===== src/rtl/sfm_pkg.sv =====
package sfm_pkg;
    localparam logic [7:0] ADDR_CTRL = 8'h60;
    localparam logic [7:0] ADDR_STAT = 8'h64;
    localparam logic [7:0] ADDR_TXD  = 8'h68;
    localparam logic [7:0] ADDR_RXD  = 8'h6C;
    localparam logic [7:0] ADDR_SSEL = 8'h70;

    localparam int B_LOOP   = 0;
    localparam int B_EN     = 1;
    localparam int B_MASTER = 2;
    localparam int B_CPOL   = 3;
    localparam int B_CPHA   = 4;
    localparam int B_TXRST  = 5;
    localparam int B_RXRST  = 6;
    localparam int B_MANSS  = 7;
    localparam int B_HOLD   = 8;
    localparam int B_LSB    = 9;

    typedef struct packed {
        logic lsb;
        logic hold;
        logic man_ss;
        logic cpha;
        logic cpol;
        logic master;
        logic en;
        logic loop;
    } ctrl_t;
endpackage


===== src/rtl/sfm_fifo.sv =====
module sfm_fifo #(
    parameter int W     = 8,
    parameter int DEPTH = 4
) (
    input  logic         clk,
    input  logic         rst_n,
    input  logic         flush,
    input  logic         push,
    input  logic [W-1:0] wdata,
    input  logic         pop,
    output logic [W-1:0] rdata,
    output logic         empty,
    output logic         full
);
    localparam int AW = (DEPTH > 1) ? $clog2(DEPTH) : 1;
    localparam int CW = $clog2(DEPTH + 1);

    typedef struct packed {
        logic [AW-1:0] wp;
        logic [AW-1:0] rp;
        logic [CW-1:0] cnt;
    } fst_t;

    fst_t s_d, s_q;
    logic [W-1:0] mem [DEPTH];
    logic do_push, do_pop;

    assign empty   = (s_q.cnt == '0);
    assign full    = (s_q.cnt == CW'(DEPTH));
    assign do_push = push && !full && !flush;
    assign do_pop  = pop && !empty && !flush;
    assign rdata   = mem[s_q.rp];

    always_comb begin
        s_d = s_q;
        if (flush) begin
            s_d = '0;
        end else begin
            if (do_push)
                s_d.wp = (s_q.wp == AW'(DEPTH - 1)) ? '0 : s_q.wp + AW'(1);
            if (do_pop)
                s_d.rp = (s_q.rp == AW'(DEPTH - 1)) ? '0 : s_q.rp + AW'(1);
            case ({do_push, do_pop})
                2'b10:   s_d.cnt = s_q.cnt + CW'(1);
                2'b01:   s_d.cnt = s_q.cnt - CW'(1);
                default: s_d.cnt = s_q.cnt;
            endcase
        end
    end

    always_ff @(posedge clk or negedge rst_n) begin
        if (!rst_n) s_q <= '0;
        else        s_q <= s_d;
    end

    always_ff @(posedge clk) begin
        if (do_push) mem[s_q.wp] <= wdata;
    end
endmodule


===== src/rtl/sfm_shift.sv =====
module sfm_shift #(
    parameter int W       = 8,
    parameter int CLK_DIV = 2
) (
    input  logic         clk,
    input  logic         rst_n,
    input  logic         go,
    input  logic         cpol,
    input  logic         cpha,
    input  logic         lsb,
    input  logic         loop,
    input  logic         miso,
    input  logic         tx_avail,
    input  logic [W-1:0] tx_word,
    output logic         tx_pop,
    output logic         rx_push,
    output logic [W-1:0] rx_word,
    output logic         sclk,
    output logic         mosi,
    output logic         busy
);
    localparam int DW = (CLK_DIV > 1) ? $clog2(CLK_DIV) : 1;
    localparam int EW = $clog2(2 * W);
    localparam int IW = $clog2(W);
    localparam logic [EW-1:0] LAST_EDGE = EW'(2 * W - 1);

    typedef struct packed {
        logic          busy;
        logic          sck;
        logic [DW-1:0] div;
        logic [EW-1:0] edges;
        logic [IW-1:0] idx;
        logic [W-1:0]  txw;
        logic [W-1:0]  rxw;
    } eng_t;

    eng_t e_d, e_q;
    logic bit_in, load;
    logic [W-1:0] sampled;

    assign mosi    = e_q.busy && (lsb ? e_q.txw[e_q.idx] : e_q.txw[IW'(W - 1) - e_q.idx]);
    assign sclk    = cpol ^ e_q.sck;
    assign busy    = e_q.busy;
    assign bit_in  = loop ? mosi : miso;
    assign sampled = lsb ? {bit_in, e_q.rxw[W-1:1]} : {e_q.rxw[W-2:0], bit_in};

    always_comb begin
        e_d     = e_q;
        tx_pop  = 1'b0;
        rx_push = 1'b0;
        rx_word = e_q.rxw;
        load    = 1'b0;
        if (!e_q.busy) begin
            load = go && tx_avail;
        end else if (e_q.div == DW'(CLK_DIV - 1)) begin
            e_d.div   = '0;
            e_d.edges = e_q.edges + EW'(1);
            e_d.sck   = ~e_q.sck;
            if (!e_q.sck) begin
                // leading edge
                if (!cpha)                 e_d.rxw = sampled;
                else if (e_q.edges != '0)  e_d.idx = e_q.idx + IW'(1);
            end else begin
                // trailing edge
                if (cpha) e_d.rxw = sampled;
                else      e_d.idx = e_q.idx + IW'(1);
                if (e_q.edges == LAST_EDGE) begin
                    rx_push  = 1'b1;
                    rx_word  = cpha ? sampled : e_q.rxw;
                    e_d.busy = 1'b0;
                    load     = go && tx_avail;
                end
            end
        end else begin
            e_d.div = e_q.div + DW'(1);
        end
        if (load) begin
            tx_pop    = 1'b1;
            e_d.busy  = 1'b1;
            e_d.sck   = 1'b0;
            e_d.div   = '0;
            e_d.edges = '0;
            e_d.idx   = '0;
            e_d.txw   = tx_word;
            e_d.rxw   = '0;
        end
    end

    always_ff @(posedge clk or negedge rst_n) begin
        if (!rst_n) e_q <= '0;
        else        e_q <= e_d;
    end
endmodule


===== src/rtl/spi_fifo_master.sv =====
module spi_fifo_master
    import sfm_pkg::*;
#(
    parameter int WORD_W     = 8,
    parameter int FIFO_DEPTH = 4,
    parameter int CLK_DIV    = 2,
    parameter int NUM_SS     = 4
) (
    input  logic              clk,
    input  logic              rst_n,
    input  logic [7:0]        bus_addr,
    input  logic              bus_wr,
    input  logic [31:0]       bus_wdata,
    input  logic              bus_rd,
    output logic [31:0]       bus_rdata,
    output logic              sclk,
    output logic              mosi,
    input  logic              miso,
    output logic [NUM_SS-1:0] ss_n
);
    typedef struct packed {
        ctrl_t             ctrl;
        logic [NUM_SS-1:0] ss;
    } regs_t;

    regs_t r_d, r_q;
    ctrl_t cfg;
    logic  wr_ctrl, tx_flush, rx_flush, go;
    logic  tx_empty, tx_full, rx_empty, rx_full, stat_tx_empty;
    logic  tx_pop, rx_push, eng_busy, rx_pop;
    logic [WORD_W-1:0] tx_head, rx_head, rx_word;
    logic [31:0] ss_rd;
    logic unused_bits;

    assign cfg         = r_q.ctrl;
    assign wr_ctrl     = bus_wr && (bus_addr == ADDR_CTRL);
    assign tx_flush    = wr_ctrl && bus_wdata[B_TXRST];
    assign rx_flush    = wr_ctrl && bus_wdata[B_RXRST];
    assign go          = cfg.en && cfg.master && !cfg.hold;
    assign rx_pop      = bus_rd && (bus_addr == ADDR_RXD);
    assign unused_bits = ^bus_wdata;

    always_comb begin
        r_d = r_q;
        if (wr_ctrl) begin
            r_d.ctrl.loop   = bus_wdata[B_LOOP];
            r_d.ctrl.en     = bus_wdata[B_EN];
            r_d.ctrl.master = bus_wdata[B_MASTER];
            r_d.ctrl.cpol   = bus_wdata[B_CPOL];
            r_d.ctrl.cpha   = bus_wdata[B_CPHA];
            r_d.ctrl.man_ss = bus_wdata[B_MANSS];
            r_d.ctrl.hold   = bus_wdata[B_HOLD];
            r_d.ctrl.lsb    = bus_wdata[B_LSB];
        end
        if (bus_wr && (bus_addr == ADDR_SSEL))
            r_d.ss = bus_wdata[NUM_SS-1:0];
    end

    always_ff @(posedge clk or negedge rst_n) begin
        if (!rst_n) begin
            r_q           <= '0;
            r_q.ctrl.hold <= 1'b1;
            r_q.ss        <= '1;
        end else begin
            r_q <= r_d;
        end
    end

    sfm_fifo #(.W(WORD_W), .DEPTH(FIFO_DEPTH)) tx_fifo_i (
        .clk(clk), .rst_n(rst_n), .flush(tx_flush),
        .push(bus_wr && (bus_addr == ADDR_TXD)), .wdata(bus_wdata[WORD_W-1:0]),
        .pop(tx_pop), .rdata(tx_head), .empty(tx_empty), .full(tx_full)
    );

    sfm_fifo #(.W(WORD_W), .DEPTH(FIFO_DEPTH)) rx_fifo_i (
        .clk(clk), .rst_n(rst_n), .flush(rx_flush),
        .push(rx_push), .wdata(rx_word),
        .pop(rx_pop), .rdata(rx_head), .empty(rx_empty), .full(rx_full)
    );

    sfm_shift #(.W(WORD_W), .CLK_DIV(CLK_DIV)) eng_i (
        .clk(clk), .rst_n(rst_n), .go(go),
        .cpol(cfg.cpol), .cpha(cfg.cpha), .lsb(cfg.lsb), .loop(cfg.loop),
        .miso(miso), .tx_avail(!tx_empty), .tx_word(tx_head),
        .tx_pop(tx_pop), .rx_push(rx_push), .rx_word(rx_word),
        .sclk(sclk), .mosi(mosi), .busy(eng_busy)
    );

    assign stat_tx_empty = tx_empty && !eng_busy;
    assign ss_n = (cfg.man_ss || eng_busy) ? r_q.ss : '1;

    always_comb begin
        ss_rd = '1;
        ss_rd[NUM_SS-1:0] = r_q.ss;
    end

    always_comb begin
        case (bus_addr)
            ADDR_CTRL: bus_rdata = {22'd0, cfg.lsb, cfg.hold, cfg.man_ss, 2'b00,
                                    cfg.cpha, cfg.cpol, cfg.master, cfg.en, cfg.loop};
            ADDR_STAT: bus_rdata = {27'd0, 1'b0, tx_full, stat_tx_empty, rx_full, rx_empty};
            ADDR_RXD:  bus_rdata = rx_empty ? 32'd0 : 32'(rx_head);
            ADDR_SSEL: bus_rdata = ss_rd;
            default:   bus_rdata = 32'd0;
        endcase
    end
endmodule


===== config.mk =====
export PLATFORM = sky130hd
export DESIGN_NAME = spi_fifo_master
export DESIGN_NICKNAME = d
export VERILOG_FILES = /design/src/rtl/sfm_pkg.sv /design/src/rtl/sfm_fifo.sv /design/src/rtl/sfm_shift.sv /design/src/rtl/spi_fifo_master.sv
export SDC_FILE = /design/constraint.sdc
export NUM_CORES = 1
export LEC_CHECK = 0
export BUFFER_PORTS_ARGS = -buffer_cell sky130_fd_sc_hd__buf_4
export CAP_MARGIN = 25
export CORE_ASPECT_RATIO = 1.4
export CORE_UTILIZATION = 30
export CTS_CLUSTER_DIAMETER = 50
export DETAILED_ROUTE_END_ITERATION = 16
export GPL_ROUTABILITY_DRIVEN = 0
export PLACE_DENSITY = 0.59
export SLEW_MARGIN = 40
export SYNTH_ARGS = -nofsm -noshare
export SYNTH_HDL_FRONTEND = slang
export SYNTH_SLANG_ARGS = --single-unit

===== constraint.sdc =====
create_clock -name clk -period 2.72 [get_ports clk]
set_input_delay 0.136 -clock clk [delete_from_list [all_inputs] [get_ports clk]]
set_output_delay 0.136 -clock clk [all_outputs]
set_load 0.005 [all_outputs]

==> results of run 1 <==
-- layout by cell type, fill, tap and decap left out, types with 5 or more instances in the layout --
master          n
nand2_1        16
buf_4          70
mux2_2         24
a21oi_1        12
o2bb2ai_1       6
nand3_1         8
nor3_1          6
and3_1          6
or2_2           6
mux4_2         17
inv_1          24
ha_1           15
dlygate4sd3_1  11
o21ai_0        29
dfstp_2         5
dfrtp_1        47
mux2i_1        18
o211ai_1        5
or3_1           7
and2_1          6
edfxtp_1       64
nor2_1         18
clkbuf_16      17
clkinv_4        5
-- layout make-up --
class	instances	share of cell area (%)
Tap cell	244	4.30
Multi-Input combinational cell	258	31.7
Clock buffer	21	6.49
Sequential cell	116	45.5
Clock inverter	11	1.82
Timing Repair Buffer	81	8.95
Inverter	24	1.27
-- state kept, by name, indices dropped and copies added, names as in the netlist --
signal         flops
rx_fifo_i.mem     32
tx_fifo_i.mem     32
tx_fifo_i.s_q      7
eng_i.busy         1
eng_i.e_q         25
cfg                8
rx_fifo_i.s_q      7
r_q                4
-- worst max path at each step --
| stage | from | end | slack, ns | cells after the start |
|---|---|---|---|---|
| floorplan | eng_i.e_q[19]$_DFFE_PN0P_ | rx_fifo_i.s_q[2]$_DFFE_PN0P_ | 0.11 | 10 |
| global placement | eng_i.e_q[19]$_DFFE_PN0P_ | rx_fifo_i.s_q[2]$_DFFE_PN0P_ | 0.18 | 10 |
| detailed placement | eng_i.e_q[19]$_DFFE_PN0P_ | rx_fifo_i.s_q[2]$_DFFE_PN0P_ | 0.12 | 10 |
| CTS | eng_i.e_q[19]$_DFFE_PN0P_ | rx_fifo_i.s_q[2]$_DFFE_PN0P_ | 0.09 | 10 |
| global route | eng_i.e_q[19]$_DFFE_PN0P_ | rx_fifo_i.s_q[2]$_DFFE_PN0P_ | 0.04 | 10 |
| finish | eng_i.e_q[16]$_DFFE_PN0P_ | mosi | 0.22 | 5 |
-- critical path, cell delays in order, from the launching register on --
cell and delay [ns]:
dfrtp_1 0.64, mux2i_1 0.14, mux4_2 0.53, or2_2 0.29, a21oi_1 0.21, buf_4 0.15
-- timing repair --
action,4_1_cts,5_1_grt
hold buffers,11,0
setup endpoints to repair,0,1
gates resized for setup,0,1
endpoints found under the hold margin,82,0
-- layer usage --
layer  wire (µm)  track usage (%)
met3         406             3.66
met2        7010             23.9
met1        5300             15.4
met5           0                0
met4         234             6.52
-- cells by family after synthesis --
family	after synthesis	synth area share (%)
adders and majority gates	17	3.92
xor gates and xnor gates	6	0.905
muxes	63	15.4
DFF	116	55.6
AOI/OAI and AO/OA	73	8.43
buffers and inverters	61	5.73
and+or+nand+nor	99	10.0
-- cells in the mapped netlist (12+ instances only) --
cell	count
ha_1	15
mux2_2	24
nand2_1	16
buf_4	24
a21oi_1	12
o21ai_0	29
mux4_2	17
dfrtp_1	47
nor2_1	18
edfxtp_1	64
inv_1	24
mux2i_1	18
-- report_power, final --
part           internal, mW  leakage, nW  switching (mW)
Clock                  1.40        0.283           0.771
Combinational         0.177         1.29           0.177
Sequential             1.92         1.26          0.0760
==> out/summary.txt, run 1 <==
Synth unique cells = 59
Critical Path Source Type = register
DRC Markers = 0
Min-delay worst type = primary input to register
Reg area = 3230 µm²
Post-synth EDFFs = 64
Pwr Density = 636 nW/µm²
Fmax = 400 MHz
Placed Area = 6390 µm²
Synth Flop Type = edfxtp_1
Vias per cell = 4.88
Clk slew on worst S/H paths = 0.05 ns
CTS tree = done
Worst path arrival time = 2.36 ns
Worst setup EP type = primary output
Vias = 3,685
Avg WL per Cell = 17.1 µm
Static Leakage = 2.83 nW
Yosys warns = 0
Share of post-route cells with drive strength above 1 = 32.5%
Initial Util = 31.0%
DRT Wirelength = 12,900 µm
Final instance area = 7100 µm²
Overflow after GRT = 0
Setup TNS = 0 ns
Worst skew pair latency = 0.41 ns
Post-layout power = 4.52 mW
Reg2reg setup slack = 0.23 ns
Synth Register Bits = 116
Yosys top cell by area = edfxtp_1
Antenna diodes = 0
Vias in the first global route = 3,943
Drt pass-1 iters = 5
Total Routing Usage GR = 13.7%
Final Hold Viols = 0
Worst-margin pin slew = 0.706 ns
PortBufs = 60
Iteration-0 DRC Markers = 179
Max IR drop VDD = 0.444 mV
Final hold slack = 0.135 ns
MaxCap Viol Count = 0
DPL Wire Length = 9540 µm
Fill count = 1,820
TritonCTS Buffers = 17
Fin cells = 755
First-pass GRT wire length = 20,700 µm
Ports = 83
RSZ-0062 raised after global routing = no
# setup viols final = 0
Gate Count Post-Synth = 435
Yosys top cell area share = 33.1%
Worst R2R Path Depth = 10
ANT nets after route = 0
Worst-path maximum fanout = 11
Worst r2r src = eng_i.e_q[20]$_DFFE_PN0P_
Worst setup margin = 0.221 ns
FP Rows = 59
Fin crit period = 2.50 ns
Fin crit share = 91.9%
Post-CTS setup buffer count = 0
Sequential share of the synthesized area = 55.6%
Outcome = completed
Die X = 120 µm
Cell area after synthesis = 5810 µm²
Initial antenna violation count = 0
Reg2reg end = rx_fifo_i.s_q[2]$_DFFE_PN0P_
Mean Syn Cell Area = 13.3 µm²
Die Y = 167 µm
H-Tree Depth = 4
Hold Crit Depth = 4
Post-synth ARST share = 44.8%
Largest net degree at the start of global routing = 53
Core area = 18,800 µm²
CP required = 2.58 ns
Critical path class = register to primary output
Area delta synth->final = 22.3%
Post-layout util = 37.9%
Maximum clock path buffer count = 2
Layout net count = 560
Worst hold endpoint = rx_fifo_i.s_q[4]$_DFFE_PN0P_
Hold_sp = bus_rd
Root buffer cell = clkbuf_16
Setup Skew = 0.0119 ns
Pre-CTS setup slack = 0.124 ns
Die ar. = 19,900 µm²
Top post-synthesis cells by area = edfxtp_1, dfrtp_1, mux4_2, mux2_2, ha_1
Syn_nets = 497
Multi-input logic area = 2250 µm²
Slew headroom = 52.9%
Clock sink count = 116
Pins over their slew limit = 0
Placed cells = 712
Note: power is estimated with default switching activity, not from simulation.
==> run 2: changes to the inputs <==
--- a/config.mk
+++ b/config.mk
@@ -5,6 +5,7 @@
 export SDC_FILE = /design/constraint.sdc
 export NUM_CORES = 1
 export LEC_CHECK = 0
+export ABC_AREA = 1
 export BUFFER_PORTS_ARGS = -buffer_cell sky130_fd_sc_hd__buf_4
 export CAP_MARGIN = 25
 export CORE_ASPECT_RATIO = 1.4
==> run 2 against run 1 <==
Global-route usage increased by 0.88 points. Clock power decreased by 3%. Power decreased by 6.6%. Highest routed layer unchanged.
==> out/summary.txt, run 2 <==
Outcome = completed
Worst-margin pin slew = 0.702 ns (-0.00383 ns)
Drt pass-1 iters = 4 (-1)
Worst r2r src = eng_i.e_q[20]$_DFFE_PN0P_
Reg2reg setup slack = 0.29 ns (+0.06 ns)
Initial antenna violation count = 0 (unchanged)
Avg WL per Cell = 14.5 µm (-15%)
Hold Crit Depth = 3 (-1)
Setup TNS = 0 ns (unchanged)
Final Hold Viols = 0 (unchanged)
Clock sink count = 116 (unchanged)
Fill count = 2,006 (+10%)
Share of post-route cells with drive strength above 1 = 22.1% (-10 points)
Root buffer cell = clkbuf_16
Total Routing Usage GR = 14.6% (+0.88 points)
Fin cells = 941 (+25%)
Mean Syn Cell Area = 9.66 µm² (-28%)
Internal power = 3.31 mW (-5.3%)
Synth Register Bits = 116 (unchanged)
Pins over their slew limit = 0 (unchanged)
FP Rows = 60 (+1.7%)
Largest stage delay, worst path = 0.38 ns (-0.26 ns)
Syn_nets = 672 (+35%)
MaxCap Viol Count = 0 (unchanged)
Top post-synthesis cells by area = edfxtp_1, dfrtp_1, nand2_1, o21ai_0, inv_1
TritonCTS Buffers = 17 (unchanged)
Worst R2R Path Depth = 13 (+3)
Clk slew on worst S/H paths = 0.05 ns (about the same)
DRC Markers = 0 (unchanged)
Antenna diodes = 0 (unchanged)
Worst skew pair latency = 0.41 ns (about the same)
Post-synth EDFFs = 64 (unchanged)
Flop pwr share = 45.1% (+1.0 points)
Critical path class = register to register
Gate Count Post-Synth = 610 (+40%)
Largest regs = rx_fifo_i.mem x32, tx_fifo_i.mem x32, eng_i.e_q x25
CP Cell Sequence = ha_1, nand2_1, nor2_1, nand3_1, nor2_2, nand2_1, inv_2, nand2_2, ha_1, fa_1, o21ai_0, xor2_1, nor2_1
Leading cell type in the layout, fill and taps excluded = nand2_1
Comb power frac = 4.9% (-2.9 points)
Fin crit period = 2.43 ns (-0.0695 ns)
Cell area after synthesis = 5890 µm² (+1.5%)
Overflow after GRT = 0 (unchanged)
CP top delay family = adder cells
Critical Path Source Type = register
DRT Wirelength = 13,700 µm (+5.8%)
Vias = 4,319 (+17%)
ANT nets after route = 0 (unchanged)
Synth Flop Type = edfxtp_1
Pwr Density = 585 nW/µm² (-8.1%)
PortBufs = 60 (unchanged)
CTS tree = done
Vias per cell = 4.59 (-6.0%)
CP bufs+invs = 1 (unchanged)
Largest net degree at the start of global routing = 53 (unchanged)
Yosys warns = 0 (unchanged)
H-Tree Depth = 4 (unchanged)
Area delta synth->final = 22.4%
Initial Util = 30.7% (-0.30 points)
Iteration-0 DRC Markers = 245 (+37%)
Maximum clock path buffer count = 2 (unchanged)
Worst path arrival time = 2.73 ns (+0.37 ns)
Die X = 120 µm (+0.73%)
Placed cells = 897 (+26%)
RSZ-0062 raised after global routing = no
Ports = 83 (unchanged)
P_sw = 912 µW (-11%)
Switch share = 21.6% (-1.1 points)
Fin crit share = 89.3% (-2.6 points)
Commonest cells in the netlist = nand2_1, o21ai_0, edfxtp_1, inv_1, nor2_1
Min-delay worst type = primary input to register
Layout net count = 742 (+33%)
Final hold slack = 0.0465 ns (-0.0887 ns)
Fmax = 412 MHz (+2.9%)
Slew headroom = 53.2% (+0.26 points)
Vias in the first global route = 4,266 (+8.2%)
Reg2reg end = rx_fifo_i.s_q[2]$_DFFE_PN0P_
Yosys top cell area share = 32.6% (-0.49 points)
CP required = 3.02 ns (+0.44 ns)
Clk pwr share = 50.0% (+2.0 points)
Most frequent cells in the layout = nand2_1, buf_4, o21ai_0
First-pass GRT wire length = 21,900 µm (+6.0%)
Critical Path Slowest Stage Cell = fa_1
DPL Wire Length = 10,100 µm (+6.1%)
Worst-path maximum fanout = 6 (-5)
Static Leakage = 3.05 nW (+7.6%)
Top-count cell post-synth = nand2_1
Post-synth ARST share = 44.8% (unchanged)
Max IR drop VDD = 0.402 mV (-9.5%)
Sequential share of the synthesized area = 54.8% (-0.82 points)
Worst setup EP type = register
Die Y = 168 µm (+0.73%)
Core area = 19,200 µm² (+2.5%)
Yosys top cell by area = edfxtp_1
Hold_sp = bus_wr
Die ar. = 20,200 µm² (+1.5%)
# setup viols final = 0 (unchanged)
Setup Skew = 0.00952 ns (-0.00242 ns)
Worst hold endpoint = r_q[2]$_DFFE_PN1P_
Synth unique cells = 48 (-19%)
## run 2: cell types whose count changed after synthesis, sizes merged, moves of 27 or more
cell | before | now
nand2 | 17 | 118
nor2 | 19 | 71
nand3 | 9 | 40
inv | 24 | 70
o21ai | 29 | 76
mux2 | 28 | 1
## run 2: power by group through the flow
stage	sequential [mW]	combinational, mW	clock [mW]
2_1_floorplan	1.93	0.105	0
3_3_place_gp	1.94	0.194	0
3_5_place_dp	1.94	0.196	0
4_1_cts	1.90	0.210	2.15
5_1_grt	1.91	0.230	2.22
6_report	1.90	0.205	2.11
## run 2: cell families after synthesis
| family | Yosys count | synth area share, % |
|---|---|---|
| xor+xnor | 5 | 0.743 |
| compound gates | 119 | 12.0 |
| mux | 2 | 0.425 |
| simple gates | 241 | 19.2 |
| buf+inv | 110 | 8.94 |
| flops | 116 | 54.8 |
| fa+ha+maj | 17 | 3.86 |
## run 2: worst max path at each step
stage,startpoint,endpoint,cells past startpoint
2_1_floorplan,eng_i.e_q[19]$_DFFE_PN0P_,tx_fifo_i.s_q[2]$_DFFE_PN0P_,13
3_3_place_gp,eng_i.e_q[19]$_DFFE_PN0P_,rx_fifo_i.s_q[2]$_DFFE_PN0P_,14
3_5_place_dp,eng_i.e_q[19]$_DFFE_PN0P_,rx_fifo_i.s_q[2]$_DFFE_PN0P_,13
4_1_cts,eng_i.e_q[19]$_DFFE_PN0P_,rx_fifo_i.s_q[2]$_DFFE_PN0P_,13
5_1_grt,eng_i.e_q[20]$_DFFE_PN0P_,rx_fifo_i.s_q[2]$_DFFE_PN0P_,14
6_report,eng_i.e_q[20]$_DFFE_PN0P_,rx_fifo_i.s_q[2]$_DFFE_PN0P_,13
## run 2: metal layers
| metal | global-route usage (%) | share of wire (%) |
|---|---|---|
| met5 | 0 | 0 |
| met4 | 7.73 | 2.5 |
| met3 | 2.74 | 3.0 |
| met2 | 26.1 | 53 |
| met1 | 16.2 | 41 |
## run 2: cell type report
class,count,area [µm²],area share (%)
tap,248,310,4.30
multi-input combinational,384,2140,29.6
clock buffer,23,489,6.78
sequential,116,3230,44.8
timing repair buffer,87,681,9.44
clock inverter,9,77.6,1.08
inverter,74,287,3.97
## run 2: through the flow
step	power, mW	utilization, %	worst slack (ns)	instance area [µm²]
finish	4.22	37.5	0.291	7210
global route	4.36	37.5	0.0312	7210
CTS	4.26	37.5	0.144	7200
detailed placement	2.13	34.0	0.159	6530
global placement	2.13	34.0	0.190	6530
floorplan	2.03	-	0.454	5890
## run 2: worst register-to-register path, stage by stage (launching register included)
cell	delay (ns)
dfrtp_1	0.37
ha_1	0.20
nand2_1	0.07
nor2_1	0.08
nand3_1	0.11
nor2_2	0.15
nand2_1	0.08
inv_2	0.09
nand2_2	0.11
ha_1	0.23
fa_1	0.38
o21ai_0	0.22
xor2_1	0.17
nor2_1	0.06
## run 2: timing repair
action                     in CTS  in global routing
setup endpoints to repair       0                  1
hold endpoints to repair       83                  0
hold buffers                   11                  0
setup buffers                   0                  1
gates resized for setup         0                  2
==> run 3: changes to the inputs <==
--- a/config.mk
+++ b/config.mk
@@ -9,11 +9,11 @@
 export BUFFER_PORTS_ARGS = -buffer_cell sky130_fd_sc_hd__buf_4
 export CAP_MARGIN = 25
 export CORE_ASPECT_RATIO = 1.4
-export CORE_UTILIZATION = 30
+export CORE_UTILIZATION = 40
 export CTS_CLUSTER_DIAMETER = 50
 export DETAILED_ROUTE_END_ITERATION = 16
 export GPL_ROUTABILITY_DRIVEN = 0
-export PLACE_DENSITY = 0.59
+export PLACE_DENSITY = 0.71
 export SLEW_MARGIN = 40
 export SYNTH_ARGS = -nofsm -noshare
 export SYNTH_HDL_FRONTEND = slang
==> run 3 against run 2 <==
Critical path depth up 1. Setup slack worse by 0.091 ns. Die area down 25%. Non-clock buffer count down 1. Critical path type unchanged. Critical endpoint unchanged.
==> out/summary.txt, run 3 (synthesis gave the netlist of run 2 again) <==
DPL Wire Length = 9620 µm (-5.0%)
Core area = 14,400 µm² (-25%)
Hold Crit Depth = 3 (unchanged)
Fmax = 397 MHz (-3.6%)
Placed Area = 6440 µm² (-1.4%)
Area delta synth->final = 22.1%
Max IR drop VDD = 0.369 mV (-8.2%)
FP Rows = 52 (-13%)
Worst R2R Path Depth = 14 (+1)
Fill count = 1,309 (-35%)
Worst skew pair latency = 0.42 ns (about the same)
Largest regs = rx_fifo_i.mem x32, tx_fifo_i.mem x32, eng_i.e_q x25
Leading cell type in the layout, fill and taps excluded = nand2_1
Vias = 4,496 (+4.1%)
Largest net degree at the start of global routing = 53 (unchanged)
Most frequent cells in the layout = nand2_1, buf_4, o21ai_0
Vias in the first global route = 4,672 (+9.5%)
Vias per cell = 5.10 (+11%)
Die Y = 146 µm (-13%)
Pwr Density = 622 nW/µm² (+6.3%)
Post-layout util = 49.8% (+12 points)
Critical Path Source Type = register
GR Util met2 = 34.0% (+7.9 points)
Worst path arrival time = 2.82 ns (+0.09 ns)
Post-layout power = 4.47 mW (+6.0%)
Initial antenna violation count = 0 (unchanged)
First-pass GRT wire length = 22,800 µm (+3.7%)
Share of post-route cells with drive strength above 1 = 22.3% (+0.18 points)
Fin crit period = 2.52 ns (+0.0908 ns)
Fin crit share = 92.7% (+3.3 points)
Worst-margin pin slew = 0.723 ns (+0.0206 ns)
Initial Util = 40.8% (+10 points)
Critical path class = register to register
Static Leakage = 3.07 nW (+0.82%)
Worst setup EP type = register
Total Routing Usage GR = 19.5% (+5.0 points)
PortBufs = 60 (unchanged)
Iteration-0 DRC Markers = 293 (+20%)
RSZ-0062 raised after global routing = no
Setup Skew = 0.00888 ns (-0.000637 ns)
Multi-input logic area = 2140 µm² (+0.23%)
CP required = 3.02 ns (about the same)
Gr busiest metal = met2
ANT nets after route = 0 (unchanged)
Clock sink count = 116 (unchanged)
Drt pass-1 iters = 5 (+1)
Avg WL per Cell = 15.9 µm (+9.0%)
Maximum clock path buffer count = 2 (unchanged)
GR Layer Usage met1 = 21.9% (+5.7 points)
Antenna diodes = 0 (unchanged)
Layout net count = 741 (-0.13%)
Die X = 105 µm (-13%)
# setup viols final = 0 (unchanged)
Min-delay worst type = primary input to register
Root buffer cell = clkbuf_16
Final instance area = 7190 µm² (-0.26%)
DRC Markers = 0 (unchanged)
Overflow after GRT = 0 (unchanged)
Die ar. = 15,200 µm² (-25%)
DRT Wirelength = 14,000 µm (+2.0%)
Reg area = 3230 µm² (unchanged)
H-Tree Depth = 4 (unchanged)
Outcome = completed
Clk slew on worst S/H paths = 0.05 ns (about the same)
Worst-path maximum fanout = 6 (unchanged)
CTS tree = done
Final Hold Viols = 0 (unchanged)
MaxCap Viol Count = 0 (unchanged)
Setup TNS = 0 ns (unchanged)
Ports = 83 (unchanged)
GRT met3 Usage = 4.25% (+1.5 points)
Pins over their slew limit = 0 (unchanged)
TritonCTS Buffers = 17 (unchanged)
Slew headroom = 51.8% (-1.4 points)
[run 3: worst paths after layout]
path                       slack (ns)                      start                           end
setup reg to reg                 0.20  eng_i.e_q[19]$_DFFE_PN0P_  rx_fifo_i.s_q[2]$_DFFE_PN0P_
min in group asynchronous        0.31                      rst_n  rx_fifo_i.s_q[0]$_DFFE_PN0P_
setup / recovery                 0.20  eng_i.e_q[19]$_DFFE_PN0P_  rx_fifo_i.s_q[2]$_DFFE_PN0P_
max in group asynchronous        1.92                      rst_n      eng_i.e_q[0]$_DFFE_PN0P_
hold / removal                   0.05                     bus_wr            r_q[3]$_DFFE_PN1P_
hold reg to reg                  0.49         r_q[2]$_DFFE_PN1P_            r_q[2]$_DFFE_PN1P_
[run 3: timing repair]
action                                 CTS  global route
setup endpoints to repair                0             1
endpoints found under the hold margin   86             0
buffers inserted                         0             2
resized for setup                        0             3
hold buffers                            11             0
[run 3: area by class of cell]
cell class / instances / area share, %
clock buffer: 19 / 6.16
tap: 189 / 3.29
clock inverter: 13 / 2.52
timing repair buffer: 86 / 9.36
inverter: 74 / 3.98
sequential: 116 / 44.9
multi-input combinational: 384 / 29.8
[run 3: worst max-delay path, cell delays in order, from the launching register on]
cell,delay (ns)
dfrtp_1,0.38
ha_1,0.21
nand2_1,0.07
nor2_1,0.09
nand3_1,0.14
nor2_4,0.15
nand2_1,0.07
inv_1,0.12
nand2_2,0.12
ha_1,0.24
fa_1,0.40
a21oi_1,0.13
o21ai_1,0.08
xor2_1,0.14
nor2_1,0.06
[run 3: through the flow]
stage / cells / setup WS, ns / hold slack, ns
final: 881 / 0.200 / 0.0476
after global routing: 881 / 0.0220 / 0.0508
after CTS: 879 / 0.0765 / 0.0332
after detailed placement: 836 / 0.0911 / 0.230
after global placement: 836 / 0.135 / 0.216
after floorplan: 610 / 0.454 / -0.160
[run 3: where the power goes]
group | internal [mW] | leakage [nW] | switching, mW | total (mW)
Clock | 1.55 | 0.303 | 0.809 | 2.36
Sequential | 1.88 | 1.24 | 0.0271 | 1.90
Combinational | 0.0813 | 1.53 | 0.125 | 0.206
Total | 3.51 | 3.07 | 0.961 | 4.47
[run 3: routing by layer]
metal  part of all wire, %  vias up  routed length, µm
met1                    41     2170               5680
met3                   3.2       40                441
met2                    52      107               7270
met4                   4.2        0                581
met5                     0        -                  0
li1                      -     2179                  -
